`src/rtl/oc_pkg.sv`:
```
package oc_pkg;

  typedef enum logic [1:0] {
    WM_NORMAL  = 2'd0,
    WM_CTC     = 2'd1,
    WM_PWM_TOP = 2'd2,
    WM_PWM_BOT = 2'd3
  } wave_mode_e;

  typedef enum logic [1:0] {
    OA_HOLD   = 2'd0,
    OA_TOGGLE = 2'd1,
    OA_CLEAR  = 2'd2,
    OA_SET    = 2'd3
  } out_act_e;

  // New pin level for a compare event under a given action code.
  function automatic logic pin_after(input out_act_e act, input logic cur);
    case (act)
      OA_TOGGLE: pin_after = ~cur;
      OA_CLEAR:  pin_after = 1'b0;
      OA_SET:    pin_after = 1'b1;
      default:   pin_after = cur;
    endcase
  endfunction

  function automatic logic is_pwm(input wave_mode_e m);
    is_pwm = (m == WM_PWM_TOP) || (m == WM_PWM_BOT);
  endfunction

endpackage

```
`src/rtl/oc_shadow.sv`:
```
module oc_shadow #(
  parameter int W = 16
) (
  input  logic         clk,
  input  logic         rst_n,
  input  logic         buffered,
  input  logic         upd_evt,
  input  logic         wr_en,
  input  logic [W-1:0] wr_data,
  output logic [W-1:0] cmp_q
);
  logic [W-1:0] shadow_q;

  // The shadow always captures writes, so it holds the latest CPU word.
  always_ff @(posedge clk or negedge rst_n) begin
    if (!rst_n) shadow_q <= '0;
    else if (wr_en) shadow_q <= wr_data;
  end

  // Active register: direct write when unbuffered, else copy at event.
  always_ff @(posedge clk or negedge rst_n) begin
    if (!rst_n) cmp_q <= '0;
    else if (!buffered) begin
      if (wr_en) cmp_q <= wr_data;
    end else if (upd_evt) begin
      cmp_q <= shadow_q;
    end
  end
endmodule

```
`src/rtl/oc_detect.sv`:
```
module oc_detect #(
  parameter int W = 16
) (
  input  logic         clk,
  input  logic         rst_n,
  input  logic [W-1:0] cnt,
  input  logic [W-1:0] cmp,
  input  logic         clr,
  output logic         hit,
  output logic         flag_q
);
  assign hit = (cnt == cmp);

  always_ff @(posedge clk or negedge rst_n) begin
    if (!rst_n) flag_q <= 1'b0;
    else if (hit) flag_q <= 1'b1;
    else if (clr) flag_q <= 1'b0;
  end
endmodule

```
`src/rtl/oc_wavegen.sv`:
```
module oc_wavegen
  import oc_pkg::*;
(
  input  logic       clk,
  input  logic       rst_n,
  input  logic       hit,
  input  logic       force_ok,
  input  out_act_e   act,
  output logic       pin_q
);
  logic evt;
  assign evt = hit | force_ok;

  always_ff @(posedge clk or negedge rst_n) begin
    if (!rst_n) pin_q <= 1'b0;
    else if (evt) pin_q <= pin_after(act, pin_q);
  end
endmodule

```
`src/rtl/oc_unit.sv`:
```
module oc_unit
  import oc_pkg::*;
#(
  parameter int W = 16
) (
  input  logic         clk,
  input  logic         rst_n,
  input  logic [W-1:0] cnt_val,
  input  logic         at_top,
  input  logic         at_bottom,
  input  logic [1:0]   wave_mode,
  input  logic [1:0]   out_mode,
  input  logic         force_req,
  input  logic         flag_clr,
  input  logic         wr_valid,
  output logic         wr_ready,
  input  logic [W-1:0] wr_data,
  output logic         pin_out,
  output logic         match_flag,
  output logic [W-1:0] cmp_active
);
  wave_mode_e wm;
  out_act_e   oa;
  logic       buffered, upd_evt, wr_en, force_ok, hit;

  assign wm       = wave_mode_e'(wave_mode);
  assign oa       = out_act_e'(out_mode);
  assign buffered = is_pwm(wm);
  assign upd_evt  = ((wm == WM_PWM_TOP) && at_top) ||
                    ((wm == WM_PWM_BOT) && at_bottom);
  assign wr_ready = 1'b1;
  assign wr_en    = wr_valid && wr_ready;
  assign force_ok = force_req && !buffered;

  oc_shadow #(.W(W)) u_shadow (
    .clk(clk), .rst_n(rst_n), .buffered(buffered), .upd_evt(upd_evt),
    .wr_en(wr_en), .wr_data(wr_data), .cmp_q(cmp_active)
  );

  oc_detect #(.W(W)) u_detect (
    .clk(clk), .rst_n(rst_n), .cnt(cnt_val), .cmp(cmp_active),
    .clr(flag_clr), .hit(hit), .flag_q(match_flag)
  );

  oc_wavegen u_wave (
    .clk(clk), .rst_n(rst_n), .hit(hit), .force_ok(force_ok),
    .act(oa), .pin_q(pin_out)
  );
endmodule

```
`config.mk`:
```
export PLATFORM = sky130hd
export DESIGN_NAME = oc_unit
export DESIGN_NICKNAME = d
export VERILOG_FILES = /design/src/rtl/oc_pkg.sv /design/src/rtl/oc_shadow.sv /design/src/rtl/oc_detect.sv /design/src/rtl/oc_wavegen.sv /design/src/rtl/oc_unit.sv
export SDC_FILE = /design/constraint.sdc
export NUM_CORES = 1
export LEC_CHECK = 0
export ABC_CLOCK_PERIOD_IN_PS = 1900
export BUFFER_PORTS_ARGS = -buffer_cell sky130_fd_sc_hd__buf_2
export CAP_MARGIN = 20
export CORE_UTILIZATION = 50
export DETAILED_ROUTE_END_ITERATION = 6
export PLACE_DENSITY = 0.87
export SETUP_SLACK_MARGIN = 0.2
export SLEW_MARGIN = 20
export SYNTH_ARGS = -nofsm -noshare
export SYNTH_HDL_FRONTEND = slang
export SYNTH_HIERARCHICAL = 1
export SYNTH_SLANG_ARGS = --single-unit
export TNS_END_PERCENT = 30
```
`constraint.sdc`:
```
create_clock -name clk -period 1.9 [get_ports clk]
set_input_delay 0.475 -clock clk [delete_from_list [all_inputs] [get_ports clk]]
set_output_delay 0.475 -clock clk [all_outputs]
set_load 0.05 [all_outputs]
```
==> results of run 1 <==
placed cells by master (no fill, tap or decap), types with 2 or more instances in the layout:
master / instances
mux2i_1: 49
clkbuf_1: 2
dfrtp_1: 34
nand4_1: 4
buf_4: 3
xnor2_1: 16
mux2_4: 14
nor2_1: 2
mux2_2: 2
buf_12: 2
buf_2: 60
clkbuf_8: 5
inv_1: 2
registers in the layout (all words and copies together) (netlist names):
signal and flops:
u_detect/flag_q 1, u_shadow/cmp_q 16, u_shadow/shadow_q 16, u_wave/pin_q 1
path summary, 6_finish.rpt:
| path | endpoint | slack, ns | cells after the start |
|---|---|---|---|
| min in group clk | u_shadow/shadow_q[9] | 0.44 | 2 |
| worst min-delay path | u_shadow/shadow_q[2] | 0.21 | 2 |
| worst max register to register | u_wave/pin_q | 0.35 | 6 |
| worst max-delay path | u_wave/pin_q | 0.35 | 6 |
| max in group asynchronous | u_shadow/cmp_q[0] | 1.38 | 2 |
| worst min register to register | u_detect/flag_q | 0.48 | 1 |
worst max-delay path, delay by kind of cell (launching register included):
family | cells | cell delay, ns
AO/OA/AOI/OAI | 1 | 0.15
XOR/XNOR | 1 | 0.19
flip-flops | 1 | 0.42
AND/OR/NAND/NOR | 4 | 0.68
area by class of cell:
cell class / instances / area, µm²
clock buffers: 7 / 76.32
fillers: 317 / 1364
inverters: 2 / 7.507
multi-input cells: 95 / 967.2
flip-flops and latches: 34 / 850.8
well taps: 48 / 60.06
repair buffers: 65 / 362.8
metrics by stage:
step	std cells	worst slack, ns	util, %	power, mW	hold WS [ns]
finish	251	0.3496	63.03	2.220	0.2120
global route	251	0.2352	63.03	2.332	0.2465
CTS	250	0.2619	62.58	2.230	0.2275
detailed placement	243	0.1358	60.52	1.736	0.4712
global placement	243	0.2058	60.52	1.716	0.4686
floorplan	141	0.2294	-	1.525	0.1794
power by group through the flow:
stage          sequential (mW)  combinational (mW)  clock (mW)
2_1_floorplan             1.20               0.324           0
3_3_place_gp             0.950               0.765           0
3_5_place_dp             0.954               0.781           0
4_1_cts                  0.944               0.783       0.502
5_1_grt                  0.959               0.830       0.544
6_report                 0.943               0.784       0.493
kinds of logic (layout without fill, tap and decap cells):
kind of cell / Yosys count / count (layout) / share of synthesized area, %
simple gates: 10 / 10 / 3.185
mux: 65 / 65 / 37.58
xor+xnor: 16 / 16 / 7.282
other cells: 1 / 1 / 0.1949
buf+inv: 12 / 74 / 6.112
flops: 34 / 34 / 44.21
compound gates: 3 / 3 / 1.430
routing by layer:
layer	share of wire (%)	up-vias	routed length (µm)	track usage, %
met1	45	628	1721	27.02
met5	0	-	0	0
met2	49	33	1885	32.45
met3	4.4	4	168	6.071
li1	-	615	-	-
met4	1.3	0	48	7.670
repair_timing:
item	CTS	global route
setup buffers	0	1
setup endpoints to repair	0	1
resized for setup	0	1
==> results.json, run 1 <==
{
  "status": "completed",
  "seqPwrFrac_pct": 42.5,
  "grt_pass1_wl_mm": 6.210,
  "grt.total_usage_pct": 20.71,
  "ys_seq_area_share_pct": 44.21,
  "start_util_pct": 52.17,
  "drt_pass1_iterations": 4,
  "die_area_um2": 4100,
  "syn_avg_cell_area_um2": 13.65,
  "cts_buffers": 5,
  "syn_inst": 141,
  "cp.arrival_ns": 1.72,
  "post_drt_wl_per_cell_um": 15.24,
  "yosys_register_bits": 34,
  "rr_startpoint": "u_shadow/cmp_q[9]",
  "min_period_ns": 1.550,
  "synth_edf_count": 0,
  "via_count": 1280,
  "areaGrowthSynthToFinish_pct": 20.81,
  "antenna_cells": 0,
  "critical_path_class": "reg2reg",
  "io_pins": 62,
  "worstSetupEndpointType": "register",
  "die_x_um": 64.04,
  "slew_viol_final": 0,
  "cpPeakStageDelay_ns": 0.42,
  "rows": 22,
  "crit_fanout": 4,
  "netlist.area_leader.share_pct": 44.21,
  "grt_pass1_vias": 1271,
  "yosys_warnings": 6,
  "min_path_type": "in2async",
  "cts_tree": "yes",
  "startpoint_type": "register",
  "yosysMostFrequentCell": "mux2i_1",
  "ir_drop_v": 0.0005931,
  "yosys.area.top_type": "dfrtp_1",
  "worstSkewPairLatency_ns": 0.28,
  "synth_nets": 184,
  "switching_power_mw": 0.8394,
  "p_leak_nw": 1.175,
  "die_h_um": 64.04,
  "synthesis.area_um2": 1924,
  "viasPerCell": 5.100,
  "cts_root_buf": "clkbuf_8",
  "htree_levels": 2,
  "internal-power_mw": 1.380,
  "holdBufCountCts": 0,
  "drt-total-wl_mm": 3.824,
  "placed_area_um2": 2232,
  "synthTopCellsByCount": "49 x mux2i_1, 34 x dfrtp_1, 16 x xnor2_1",
  "synth-main-ff-cell": "dfrtp_1",
  "postLayoutCellArea_um2": 2325,
  "hpwlAfterDp_mm": 2.664,
  "async_reset_ff_share_pct": 100.0,
  "overflow": 0,
  "setup_viol": 0,
  "min_period_over_period_pct": 81.60,
  "drtIter0Drc": 54,
  "fin_skew_ns": 0.004140,
  "io_buffers": 60,
  "cts.sinks": 34,
  "rsz0062_at_grt": "false",
  "grt_max_degree": 35,
  "synth_cell_types": 20,
  "power_frac_clock_pct": 22.2,
  "powerDensity_nw_per_um2": 954.9,
  "switching_share_pct": 37.81,
  "max_freq_ghz": 0.6450,
  "p_comb_share_pct": 35.3,
  "drc": 0,
  "core-area_um2": 3689,
  "drive_gt1_share_pct": 43.84,
  "cp_slowest_cell": "dfrtp_1",
  "crit_start": "u_shadow/cmp_q[9]",
  "synth_area_leaders": "dfrtp_1 44%, mux2i_1 25%, mux2_4 11%",
  "layout.nets": 246,
  "worstPathCellList": "xnor2_1 -> nand4_1 -> nor4_4 -> nor2_1 -> o21ai_1 -> nand2_1",
  "finalHoldViolations": 0,
  "grt_antenna_before_repair": 0,
  "gp_congestion": 0.7194,
  "antenna_left": 0,
  "clk_path_buf_depth": 2,
  "cp.required_ns": 2.07,
  "cap_viol_max_count": 0,
  "clk_pin_slew_ns": 0.06,
  "setup-tns-final_ns": 0
}
(Power assumes the default switching activity.)
==> run 2, diff against run 1 <==
ABC_CLOCK_PERIOD_IN_PS = 1400   (was 1900)
CORE_UTILIZATION = 46   (was 50)
PLACE_DENSITY = 0.84   (was 0.87)
clock period = 1.4 ns   (was 1.9 ns; I/O delays follow)
==> results.json, run 2 (same netlist as run 1, synthesis figures left out) <==
{
  "status": "complete, but fails checks",
  "failed_checks": "negative setup slack",
  "setup_viol": 2,
  "min_period_ns": 1.454,
  "antenna_cells": 0,
  "viasPerCell": 5.022,
  "slew_viol_final": 0,
  "worstHoldEndpoint": "u_shadow/shadow_q[14]",
  "min_period_over_period_pct": 103.8,
  "instances_no_fill": 274,
  "crit_fanout": 3,
  "io_pins": 62,
  "areaGrowthSynthToFinish_pct": 44.80,
  "drt_pass1_iterations": 4,
  "grt_antenna_before_repair": 0,
  "cap_viol_max_count": 0,
  "cts.sinks": 34,
  "ff2ff_setup_slack_ns": -0.05,
  "startpoint_type": "register",
  "critical_path_class": "reg2reg",
  "grt_max_degree": 33,
  "gp_congestion": 0.7255,
  "multiInputGateArea_um2": 1012,
  "rsz0062_at_grt": "true",
  "cts_buffers": 5,
  "worstPathCellList": "xnor2_2 -> nand4_1 -> nor4_4 -> buf_4 -> o221ai_2 -> nand2_1",
  "grt_pass1_wl_mm": 6.624,
  "cts_root_buf": "clkbuf_8",
  "min_path_type": "in2reg",
  "ir_drop_v": 0.0008233,
  "powerDensity_nw_per_um2": 1294,
  "die_area_um2": 4446,
  "cpPeakStageDelay_ns": 0.43,
  "reg2reg_to": "u_wave/pin_q",
  "grt_pass1_vias": 1419,
  "cts_tree": "yes",
  "clk_path_buf_depth": 2,
  "rows": 23,
  "fin_skew_ns": 0.01171,
  "cp.required_ns": 1.63,
  "die_x_um": 66.68,
  "grt.total_usage_pct": 20.50,
  "dp.cells": 259,
  "worstSkewPairLatency_ns": 0.28,
  "n_fill_cell": 293,
  "hpwlAfterDp_mm": 2.807,
  "total_power_mw": 3.605,
  "min-delay-start": "wr_data[14]",
  "setup_ws_ns": -0.05384,
  "worstHoldPathCells": 2,
  "largestRegisters": "u_shadow/cmp_q x16, u_shadow/shadow_q x16",
  "layout_common_cells": "49 x mux2i_1, 42 x buf_2, 18 x dfrtp_1",
  "final_common_cell": "mux2i_1",
  "io_buffers": 60,
  "max_freq_ghz": 0.6878,
  "via_count": 1376,
  "rr_startpoint": "u_shadow/cmp_q[10]",
  "finalHoldViolations": 0,
  "p_leak_nw": 1.375,
  "cp.arrival_ns": 1.68,
  "post_drt_wl_per_cell_um": 15.54,
  "r2r_cells": 6,
  "regArea_um2": 870.8,
  "core-area_um2": 4000,
  "drt-total-wl_mm": 4.257,
  "antenna_left": 0,
  "clk_pin_slew_ns": 0.07,
  "die_h_um": 66.68,
  "worstSetupEndpointType": "register",
  "overflow": 0,
  "drc": 0,
  "htree_levels": 2,
  "final_util_pct": 69.66,
  "drtIter0Drc": 46,
  "layout.nets": 266,
  "setup-tns-final_ns": -0.09750,
  "cp_slowest_cell": "dfrtp_2",
  "drive_gt1_share_pct": 58.93,
  "start_util_pct": 48.11
}
## run 2: cell types whose count changed in the layout (fill, tap and decap cells not counted), sizes merged
cell | previous run | this run
buf | 65 | 84
clkinv | 0 | 1
dlygate4sd3 | 0 | 1
## run 2: report_power, final
part | switching (mW) | internal (mW) | leakage [nW]
registers | 0.135 | 1.15 | 0.385
clock network | 0.342 | 0.397 | 0.0482
logic | 0.778 | 0.803 | 0.942
## run 2: per-layer routing
layer,track usage [%],up-vias,routed length [µm]
met3,4.795,5,198
met1,25.41,674,1866
met4,6.383,0,34
met2,34.97,35,2156
met5,0,-,0
li1,-,662,-
## run 2: layout make-up
cell class	instances	share of cell area, %
multi-input combinational	95	36.33
tap	50	2.245
timing repair buffer	85	26.63
sequential	34	31.25
inverter	2	0.2694
clock inverter	1	0.1796
clock buffer	7	3.098
## run 2: worst max path at each step
stage / start / to / slack [ns] / depth (start not counted)
6_report: u_shadow/cmp_q[10] / u_wave/pin_q / -0.05 / 6
5_1_grt: u_shadow/cmp_q[10] / u_wave/pin_q / -0.15 / 6
4_1_cts: u_shadow/cmp_q[10] / u_wave/pin_q / -0.03 / 6
3_5_place_dp: cnt_val[9] / u_wave/pin_q / -0.17 / 7
3_3_place_gp: cnt_val[13] / u_wave/pin_q / -0.12 / 7
2_1_floorplan: u_shadow/cmp_q[7] / u_wave/pin_q / -0.11 / 6
## run 2: stage by stage
step | setup slack (ns) | area (µm²) | hold slack (ns)
5_1_grt | -0.1547 | 2786 | 0.3138
3_3_place_gp | -0.1169 | 2372 | 0.2886
2_1_floorplan | -0.1122 | 1944 | 0.05441
6_report | -0.05384 | 2786 | 0.3143
4_1_cts | -0.03443 | 2765 | 0.3047
3_5_place_dp | -0.1662 | 2372 | 0.2882
## run 2: repair_timing
action | 4_1_cts | 5_1_grt
hold buffers | 1 | 0
setup buffers | 5 | 1
gates resized for setup | 66 | 5
gates cloned | 0 | 0
pin swaps | 8 | 4
endpoints found under the setup margin | 20 | 20
endpoints found under the hold margin | 14 | 0
## run 2: worst max-delay path: cells and delay by family, from the launching register on
family | cells | cell delay [ns]
AND/OR/NAND/NOR | 3 | 0.58
XOR/XNOR | 1 | 0.15
AO/OA/AOI/OAI | 1 | 0.08
flip-flops | 1 | 0.43
buffers and inverters | 1 | 0.16
